## config.mk

```make
export PLATFORM = sky130hd
export DESIGN_NAME = mask_wrr_sched
export DESIGN_NICKNAME = d
export VERILOG_FILES = /design/src/rtl/mwq_pkg.sv /design/src/rtl/mwq_cfg_store.sv /design/src/rtl/mwq_strict_pick.sv /design/src/rtl/mwq_weighted_pick.sv /design/src/rtl/mask_wrr_sched.sv
export SDC_FILE = /design/constraint.sdc
export NUM_CORES = 2
export LEC_CHECK = 0
export ABC_AREA = 1
export BUFFER_PORTS_ARGS = -buffer_cell sky130_fd_sc_hd__clkbuf_2
export CAP_MARGIN = 20
export CORE_MARGIN = 2
export CORE_UTILIZATION = 35
export CTS_CLUSTER_SIZE = 28
export DETAILED_ROUTE_END_ITERATION = 16
export GPL_TIMING_DRIVEN = 0
export PLACE_DENSITY_LB_ADDON = 0.2
export SLEW_MARGIN = 0
export SYNTH_ARGS = -nofsm -noshare
export SYNTH_HDL_FRONTEND = slang
export SYNTH_SLANG_ARGS = --single-unit
```

## constraint.sdc

```tcl
create_clock -name clk -period 19 [get_ports clk]
set_clock_uncertainty 0.2 [all_clocks]
set_input_delay 0 -clock clk [delete_from_list [all_inputs] [get_ports clk]]
set_output_delay 0 -clock clk [all_outputs]
set_load 0.02 [all_outputs]
```

## src/rtl/mwq_pkg.sv

```systemverilog
package mwq_pkg;
  localparam int CODE_W = 4;
  localparam int ROUNDS = 8;
  localparam int RND_W  = 3;
  localparam logic [CODE_W-1:0] CODE_STRICT = 4'd9;
  localparam logic [CODE_W-1:0] CODE_RESET  = 4'd8;

  typedef logic [ROUNDS-1:0] rmask_t;

  // weight to evenly spread round-enable mask; strict and bad codes run every round
  function automatic rmask_t code_to_mask(input logic [CODE_W-1:0] c);
    rmask_t m;
    case (c)
      4'd0:    m = 8'h00;
      4'd1:    m = 8'h01;
      4'd2:    m = 8'h11;
      4'd3:    m = 8'h49;
      4'd4:    m = 8'h55;
      4'd5:    m = 8'h57;
      4'd6:    m = 8'h77;
      4'd7:    m = 8'h7F;
      default: m = 8'hFF;
    endcase
    return m;
  endfunction
endpackage

```

## src/rtl/mwq_cfg_store.sv

```systemverilog
module mwq_cfg_store
  import mwq_pkg::*;
#(
  parameter int NQ = 32,
  parameter int IW = 5
) (
  input  logic                       clk,
  input  logic                       rst_n,
  input  logic                       cfg_we,
  input  logic [IW-1:0]              cfg_idx,
  input  logic [CODE_W-1:0]          cfg_code,
  input  logic [IW-1:0]              tail_idx,
  output logic [NQ-1:0]              active_o,
  output logic [NQ-1:0]              strict_o,
  output logic [NQ-1:0][ROUNDS-1:0]  mask_o,
  output logic                       order_err_o,
  output logic                       code_err_o
);
  logic [NQ-1:0][CODE_W-1:0] code_q, code_d;
  logic [NQ-1:0]             misplaced, bad_code;

  always_comb begin
    code_d = code_q;
    if (cfg_we && (int'(cfg_idx) < NQ)) code_d[cfg_idx] = cfg_code;
  end

  always_ff @(posedge clk or negedge rst_n) begin
    if (!rst_n) begin
      for (int i = 0; i < NQ; i++) code_q[i] <= CODE_RESET;
    end else if (cfg_we) begin
      code_q <= code_d;
    end
  end

  for (genvar g = 0; g < NQ; g++) begin : g_q
    logic is_nine;
    assign is_nine     = (code_q[g] == CODE_STRICT);
    assign active_o[g] = (int'(tail_idx) >= g);
    if (g == 0) begin : g_head
      assign strict_o[g] = is_nine && active_o[g];
    end else begin : g_body
      assign strict_o[g] = is_nine && active_o[g] && strict_o[g-1];
    end
    assign mask_o[g]    = code_to_mask(code_q[g]);
    assign misplaced[g] = is_nine && active_o[g] && !strict_o[g];
    assign bad_code[g]  = active_o[g] && (code_q[g] > CODE_STRICT);
  end

  assign order_err_o = |misplaced;
  assign code_err_o  = |bad_code;

  // a write is visible in the stored code on the next cycle
  p_write_lands_r9: assert property (@(posedge clk) disable iff (!rst_n)
    (cfg_we && (int'(cfg_idx) < NQ)) |=> (code_q[$past(cfg_idx)] == $past(cfg_code)));
endmodule

```

## src/rtl/mwq_strict_pick.sv

```systemverilog
module mwq_strict_pick #(
  parameter int NQ = 32,
  parameter int IW = 5
) (
  input  logic [NQ-1:0] sreq,
  output logic          hit_o,
  output logic [IW-1:0] idx_o
);
  always_comb begin
    hit_o = 1'b0;
    idx_o = '0;
    for (int i = NQ - 1; i >= 0; i--) begin
      if (sreq[i]) begin
        hit_o = 1'b1;
        idx_o = IW'(i);
      end
    end
  end
endmodule

```

## src/rtl/mwq_weighted_pick.sv

```systemverilog
module mwq_weighted_pick
  import mwq_pkg::*;
#(
  parameter int NQ = 32,
  parameter int IW = 5
) (
  input  logic                      clk,
  input  logic                      rst_n,
  input  logic [NQ-1:0]             wreq,
  input  logic [NQ-1:0][ROUNDS-1:0] mask,
  input  logic [IW-1:0]             tail_idx,
  input  logic                      take,
  output logic                      hit_o,
  output logic [IW-1:0]             idx_o
);
  logic [RND_W-1:0] round_q, round_d, sel_round, rr;
  logic [IW-1:0]    ptr_q, ptr_d;
  logic             in_win;

  // Offsets scanned high to low, indices high to low: the last hit written
  // is the nearest round, then the lowest index in it.
  always_comb begin
    hit_o     = 1'b0;
    idx_o     = '0;
    sel_round = round_q;
    rr        = round_q;
    in_win    = 1'b0;
    for (int k = ROUNDS; k >= 0; k--) begin
      rr = round_q + RND_W'(k);
      for (int i = NQ - 1; i >= 0; i--) begin
        if (k == 0)           in_win = (i >= int'(ptr_q));
        else if (k == ROUNDS) in_win = (i < int'(ptr_q));
        else                  in_win = 1'b1;
        if (wreq[i] && mask[i][rr] && in_win) begin
          hit_o     = 1'b1;
          idx_o     = IW'(i);
          sel_round = rr;
        end
      end
    end
  end

  always_comb begin
    round_d = round_q;
    ptr_d   = ptr_q;
    if (take) begin
      if (idx_o == tail_idx) begin
        ptr_d   = '0;
        round_d = sel_round + RND_W'(1);
      end else begin
        ptr_d   = idx_o + IW'(1);
        round_d = sel_round;
      end
    end
  end

  always_ff @(posedge clk or negedge rst_n) begin
    if (!rst_n) begin
      round_q <= '0;
      ptr_q   <= '0;
    end else if (take) begin
      round_q <= round_d;
      ptr_q   <= ptr_d;
    end
  end

  // walk state only moves on an accepted weighted grant
  p_hold_r8: assert property (@(posedge clk) disable iff (!rst_n)
    !take |=> ($stable(round_q) && $stable(ptr_q)));

  // accepting the tail restarts the walk at queue 0
  p_tail_wrap_r6: assert property (@(posedge clk) disable iff (!rst_n)
    (take && idx_o == tail_idx) |=> (ptr_q == '0));
endmodule

```

## src/rtl/mask_wrr_sched.sv

```systemverilog
module mask_wrr_sched
  import mwq_pkg::*;
#(
  parameter int NQ = 32,
  localparam int IW = (NQ > 1) ? $clog2(NQ) : 1
) (
  input  logic              clk,
  input  logic              rst_n,
  input  logic              cfg_we,
  input  logic [IW-1:0]     cfg_idx,
  input  logic [CODE_W-1:0] cfg_code,
  input  logic [IW-1:0]     tail_idx,
  input  logic [NQ-1:0]     req,
  input  logic              grant_accept,
  output logic              grant_valid,
  output logic [IW-1:0]     grant_idx,
  output logic [NQ-1:0]     grant_onehot,
  output logic              grant_strict,
  output logic              cfg_order_err,
  output logic              cfg_code_err
);
  logic [NQ-1:0]             active, strict, wreq, sreq, live_mask;
  logic [NQ-1:0][ROUNDS-1:0] mask;
  logic                      s_hit, w_hit, take_w;
  logic [IW-1:0]             s_idx, w_idx;

  mwq_cfg_store #(.NQ(NQ), .IW(IW)) u_cfg (
    .clk(clk), .rst_n(rst_n), .cfg_we(cfg_we), .cfg_idx(cfg_idx),
    .cfg_code(cfg_code), .tail_idx(tail_idx), .active_o(active),
    .strict_o(strict), .mask_o(mask), .order_err_o(cfg_order_err),
    .code_err_o(cfg_code_err)
  );

  assign sreq = req & strict;
  assign wreq = req & active & ~strict;

  for (genvar g = 0; g < NQ; g++) begin : g_live
    assign live_mask[g] = |mask[g];
  end

  mwq_strict_pick #(.NQ(NQ), .IW(IW)) u_strict (
    .sreq(sreq), .hit_o(s_hit), .idx_o(s_idx)
  );

  assign take_w = grant_accept && w_hit && !s_hit;

  mwq_weighted_pick #(.NQ(NQ), .IW(IW)) u_wpick (
    .clk(clk), .rst_n(rst_n), .wreq(wreq), .mask(mask),
    .tail_idx(tail_idx), .take(take_w), .hit_o(w_hit), .idx_o(w_idx)
  );

  always_comb begin
    grant_valid  = s_hit || w_hit;
    grant_strict = s_hit;
    grant_idx    = s_hit ? s_idx : w_idx;
    grant_onehot = '0;
    if (grant_valid) grant_onehot[grant_idx] = 1'b1;
  end

  // at most one queue granted, named by the index
  p_onehot_r12: assert property (@(posedge clk) disable iff (!rst_n)
    $onehot0(grant_onehot) && (grant_valid == (|grant_onehot)));
  // every grant names a requesting queue
  p_grant_req_r12: assert property (@(posedge clk) disable iff (!rst_n)
    grant_valid |-> req[grant_idx]);
  // a requesting strict queue always beats weighted queues
  p_strict_first_r3: assert property (@(posedge clk) disable iff (!rst_n)
    (|sreq) |-> (grant_valid && grant_strict));
  // nothing above the tail is granted
  p_above_tail_r10: assert property (@(posedge clk) disable iff (!rst_n)
    grant_valid |-> (grant_idx <= tail_idx));
  // a weighted grant never goes to an all-zero mask
  p_zero_weight_r2: assert property (@(posedge clk) disable iff (!rst_n)
    (grant_valid && !grant_strict) |-> live_mask[grant_idx]);
  // no idle cycle while an eligible weighted queue requests
  p_no_idle_r7: assert property (@(posedge clk) disable iff (!rst_n)
    (|(wreq & live_mask)) |-> grant_valid);
endmodule

```

# Yosys cells after proc, flatten, opt, wreduce, memory -nomap -nowiden
# Memories as Yosys holds them, arrays and structs flattened.
# Index checks and enable logic that the tools add are counted.
[totals] ff_bits=136 mem_bits_ro=1792 in_bits=50 word_cells=2177 memories=32
[op_classes] n_addsub=9 magnitude_cmp=137 eq_ne=33 muxes=1447 bitwise=4 n_reduce_logical=481
[memory_table] name="(no name shown)" words=8 width=7 rd=1 rd_clocked_by_memory_dff=0 write_ports=0 line="mwq_pkg.sv:13" rtl="case (c)"
[memory_table] name="(no name shown)" words=8 width=7 rd=1 rd_clocked_by_memory_dff=0 write_ports=0 line="mwq_pkg.sv:13"
[memory_table] name="(no name shown)" words=8 width=7 rd=1 rd_clocked_by_memory_dff=0 write_ports=0 line="mwq_pkg.sv:13"
[memory_table] name="(no name shown)" words=8 width=7 rd=1 rd_clocked_by_memory_dff=0 write_ports=0 line="mwq_pkg.sv:13"
[memory_table] name="(no name shown)" words=8 width=7 rd=1 rd_clocked_by_memory_dff=0 write_ports=0 line="mwq_pkg.sv:13"
[memory_table] name="(no name shown)" words=8 width=7 rd=1 rd_clocked_by_memory_dff=0 write_ports=0 line="mwq_pkg.sv:13"
[memory_table] name="+26 memories"
[op_table] cell="$mux W5" n=321
[op_table] cell="$mux W3" n=257
[op_table] cell="$bmux W1 S3" n=256
[op_table] cell="$mux W1" n=576
[op_table] cell="$logic_and A1 B1 Y1" n=446
[op_table] cell="$mux W8" n=32
[op_table] cell="$bwmux W128" n=1
[op_table] cell="$eq A4 B4 Y1 const B" n=32
[op_table] cell="$gt A4 B4 Y1 const B" n=32
[op_table] cell="$and A32 B32 Y32" n=3
[op_table] cell="$ge A5 B5 Y1 const B" n=16
[op_table] cell="$ge A5 B5 Y1 const A" n=15
[op_table] cell="$lt A5 B5 Y1 const A" n=15
[op_table] cell="$ge A4 B5 Y1 const A" n=8
[op_table] cell="$ge A5 B4 Y1 const B" n=8
[op_table] cell="$lt A4 B5 Y1 const A" n=8
[op_table] cell="$logic_not A1 Y1" n=32
[op_table] cell="$lt A3 B4 Y1 const B" n=8
[op_table] cell="$mux W32" n=1
[op_table] cell="$not A32 Y32" n=1
[op_table] cell="$reduce_or A32 Y1" n=1
[op_table] cell="$reduce_or A31 Y1" n=1
[op_table] cell="$demux W4 S5" n=1
[op_table] cell="$ge A3 B5 Y1 const A" n=4
[op_table] cell="17 further kinds" n=36

# Logic depth before layout (Yosys ltp)
[depth] depth_word=330 ltp_mapped=312 mapped_depth_nobuf=311

# Cells and area by module
# From an unflattened synthesis, not the netlist that was laid out.
[hier_totals] hier_cells=4851 hier_area_um2=24050.6
[by_module_without_submodules] module="mwq_weighted_pick" instances=1 cells_each=3325 area_per_inst_um2=14395.1
[by_module_without_submodules] module="mwq_cfg_store" instances=1 cells_each=1201 area_per_inst_um2=8220.4
[by_module_without_submodules] module="mask_wrr_sched" instances=1 cells_each=218 area_per_inst_um2=992.2
[by_module_without_submodules] module="mwq_strict_pick" instances=1 cells_each=107 area_per_inst_um2=442.9

# Worst setup path after synthesis
# OpenSTA, ideal clock, no wires.
[synth_path] path_type="flip-flop to output port" start="reg u_wpick.round_q[0]" end="out grant_onehot[0]" arrival_ns=18.008 required_time_ns=18.800 slack_ns=0.792 stages_incl_launch_ff=257 path_buffers=21 path_cell_list="dfrtp_1 clkbuf_1 inv_1 clkbuf_1 clkbuf_1 clkbuf_1 clkbuf_1 clkbuf_1 clkbuf_1 clkbuf_1 clkbuf_1 buf_1 clkbuf_1 clkbuf_1 buf_1 buf_1 ha_1 xnor2_1 [... 221 more ...] nand2_1 nand2_1 nand2_1 nand2_1 nand2_1 nand2_1 nand2_1 nand2_1 nand2_1 nand2_1 nand2_1 nand2_1 nand2_1 nand2_1 nand2_2 nand3_2 nand3_2 nor3b_1"
[synth_between] elab_chain_len=297 word_cells_on_any_way=1419 classes_between="7 x add/sub; 2 x order compare; 1090 x mux; 320 x reduce/logical"
[synth_rtl] element="start, declared" line="mwq_weighted_pick.sv:16" rtl="logic [RND_W-1:0] round_q, round_d, sel_round, rr;"
[synth_rtl] element="start signal, assigned" line="mwq_weighted_pick.sv:62" rtl="round_q <= round_d;"
[synth_rtl] element="$bmux W1 S3" line="mwq_weighted_pick.sv:34" rtl="if (wreq[i] && mask[i][rr] && in_win) begin"
[synth_rtl] element="$mux W1 (implied by the code)" line="mwq_weighted_pick.sv:34"
[synth_rtl] element="$logic_and A1 B1 Y1 (2 in series)" line="mwq_weighted_pick.sv:34"
[synth_rtl] element="$mux W5 (287 in series)" line="mwq_weighted_pick.sv:34"
[synth_rtl] element="$mux W5" line="mask_wrr_sched.sv:55" rtl="grant_idx = s_hit ? s_idx : w_idx;"
[synth_rtl] element="$lt A5 B6 Y1 (implied by the code) / $ge A5 B1 Y1 (equally long branches)" line="mask_wrr_sched.sv:57" rtl="if (grant_valid) grant_onehot[grant_idx] = 1'b1;"
[synth_rtl] element="$logic_and A1 B1 Y1 (implied by the code)" line="mask_wrr_sched.sv:57"
[synth_rtl] element="$mux W1 (implied by the code)" line="mask_wrr_sched.sv:57"
[synth_rtl] element="$demux W1 S5" line="mask_wrr_sched.sv:57"
[synth_rtl] element="$mux W32 (*)" line="mask_wrr_sched.sv:57"
[synth_rtl] element="end, declared" line="mask_wrr_sched.sv:17" rtl="output logic [NQ-1:0] grant_onehot,"
# Mark *: on every way between the ends. The rest lies on a longest branch, timed or not. The select of a mux whose other input is x is not followed.

# Final worst setup path
[layout_path] start="reg u_wpick.round_q[1]" end="out grant_onehot[0]"
# The elaborated chain is that of the path after synthesis.

==> flow_summary.toml <==
[route]
dr.first_iter.drc_count = 3341
firstDrtPassIters = 8
wire_per_inst_um = 20.8
drc = 0
num_vias = 28100
routed_wl_um = 103000
via_per_inst = 5.67
antenna_left = 0

[grt]
grt_pass1_wl_um = 153000
grt_util_all_layers = 0.334
grt_overflow_total = 0
antenna_found_initial = 2
grt_max_degree = 72
grt_pass1_vias = 25000

[final_layout]
finalNonFillerCells = 4956
final_common_cell = "nand2_1"
layout_common_cells = "nand2_1 (1361), o21ai_0 (613), nor2_1 (439)"
final_util = 0.414
syn2layout_area_growth_pct = 17.1
nets = 4222
fill_cells = 6708
drive_gt1_frac = 0.110

[setup_path]
worst-path-buf-inv = 19
critPathLaunch = "u_wpick.round_q[1]"
crit_path_top_delay_cell = "dfrtp_1"
crit_family = "simple AND/OR/NAND/NOR gates"
crit_fanout = 10
cpPeakStageDelay_ns = 0.43
cp-end-kind = "output port"
path_class = "flip-flop to output port"
crit_arrival_ns = 23.76
cp_common_cell = "nand2_1"
rr_startpoint = "u_wpick.round_q[1]"
required_ns = 18.80
cp-start-kind = "flip-flop"

[min_path]
min_path_type = "primary input to flip-flop"
worstHoldStart = "cfg_we"

[floorplan]
initial_utilization = 0.353
row_count = 89
fp.dieW_um = 248
die_area_um2 = 61300
ios = 91
die_h_um = 248
coreArea_um2 = 58800

[synthesis]
ys.flop_type = "dfrtp_1"
syn_nets = 4031
avgSynthCellArea_um2 = 5.22
netlist_instances = 3978
synth_area_um2 = 20800
synth_top_area_frac = 0.257
synth_warnings = 0
synth_area_leaders = "nand2_1 (26%), o21ai_0 (15%), dfrtp_1 (13%), nor2_1 (8.3%), o211ai_1 (7.1%)"
synth-edff-count = 0
synth_top_area_cell = "nand2_1"
synth_cell_type_count = 51
async_reset_ff_frac = 1.00
yosysSeqAreaShare = 0.166
ys_seq_elements = 136

[timing]
max_freq_ghz = 0.0417
min_period_ns = 23.96
timing.final.crit_share = 1.26
setup_viol = 42
slew_headroom = 0.234
hold_ws_ns = 0.0541
worst_slack_ns = -4.96
rsz0062_at_grt = "yes"
worst_slew_pin_slew_ns = 1.12
final_max_slew_viol_count = 0
finalHoldViolCount = 0

[run_status]
violations = "setup timing"
status = "finished, violations left"

[cts]
cts.sinks = 136
clock_latency_ns = 0.52
cts-root-buf = "clkbuf_16"
tritoncts = "built"
cts_htree_levels = 4
clk_path_buf_depth = 2
clk_pin_slew_ns = 0.07
numCtsBuffers = 17

[flow_run]
drv_cap = 0

[place]
place_inst = 4854
gp_congestion = 0.995
port_buffers = 88
dp_hpwl_um = 84900
pre_cts_ws_ns = -7.48

[pwr]
power_leakage_uw = 0.0124
peakVddDrop_mv = 0.199
power_density_nw_per_um2 = 210
[metal layers]
layer / up-vias / routed length (um) / GRT usage
met4: 2 / 5090 / 0.164
li1: 13600 / - / -
met5: - / 12 / 0
met3: 214 / 9190 / 0.0581
met1: 12900 / 44900 / 0.447
met2: 1285 / 44100 / 0.519
[state kept, by name, indices dropped and copies added, names as in the netlist]
signal	cells
u_cfg.code_q	128
u_wpick.ptr_q	5
u_wpick.round_q	3
[Yosys cell counts, drive strengths merged, types with 19 or more instances]
library cell and count:
o22ai 60, nand4 45, dfrtp 104, inv 373, o21ai 621, nand3 163, buf 48, a21oi 119
dfstp 32, o211ai 196, a31oi 21, nor3 52, or2 19, nand2 1431, clkbuf 117, nor2 469
[final cells by class]
| type | count | area, um^2 | area share |
|---|---|---|---|
| inverters | 377 | 1420 | 0.0583 |
| multi-input cells | 3300 | 15800 | 0.649 |
| clock buffers | 20 | 447 | 0.0184 |
| diodes | 1 | 2.50 | 0.000103 |
| clock inverters | 12 | 151 | 0.00623 |
| plain buffers | 163 | 756 | 0.0311 |
| flip-flops and latches | 136 | 3440 | 0.142 |
| well taps | 773 | 967 | 0.0398 |
| repair buffers | 174 | 1340 | 0.0552 |
[per-stage QoR]
step | setup TNS (ns) | total power, uW | instance area (um^2)
2_1_floorplan | 0 | 3100 | 20800
3_3_place_gp | -310.36 | 4310 | 22200
3_5_place_dp | -308.08 | 4330 | 22400
4_1_cts | -179.14 | 4870 | 24000
5_1_grt | -282.17 | 5530 | 24300
6_report | -197.81 | 5110 | 24300
[worst paths after layout]
| check | endpoint | slack [ns] | depth (start not counted) |
|---|---|---|---|
| setup / recovery | grant_onehot[0] | -4.96 | 280 |
| hold / removal | u_cfg.code_q[87] | 0.05 | 6 |
| setup reg to reg | u_wpick.round_q[2] | -4.58 | 284 |
| hold reg to reg | u_cfg.code_q[15] | 0.32 | 2 |
| max in group asynchronous | u_cfg.code_q[79] | 17.61 | 4 |
| min in group asynchronous | u_cfg.code_q[3] | 0.51 | 3 |
[logic make-up after synthesis]
| logic type | synth area share |
|---|---|
| compound gates | 0.298 |
| simple gates | 0.431 |
| fa+ha+maj | 0.00181 |
| mux | 0.000964 |
| flops | 0.166 |
| xor+xnor | 0.00253 |
| buf+inv | 0.100 |
[power breakdown]
part,internal [uW],switching (uW)
Sequential,360,69.8
Clock,208,153
Combinational,1230,3080
[worst min-delay path: stages]
cell and delay [ns]:
clkbuf_2 0.08, inv_1 0.15, nor3_2 0.10, buf_6 0.15, nand2_1 0.17, o21ai_0 0.10
[timing repair]
| action | in CTS | in global routing |
|---|---|---|
| gates cloned | 0 | 0 |
| resized for setup | 160 | 116 |
| setup endpoints to repair | 42 | 42 |
| setup buffers | 38 | 9 |
| hold endpoints to repair | 245 | 0 |
| pin swaps | 43 | 62 |
| hold buffers | 24 | 0 |
(Power assumes the default switching activity.)
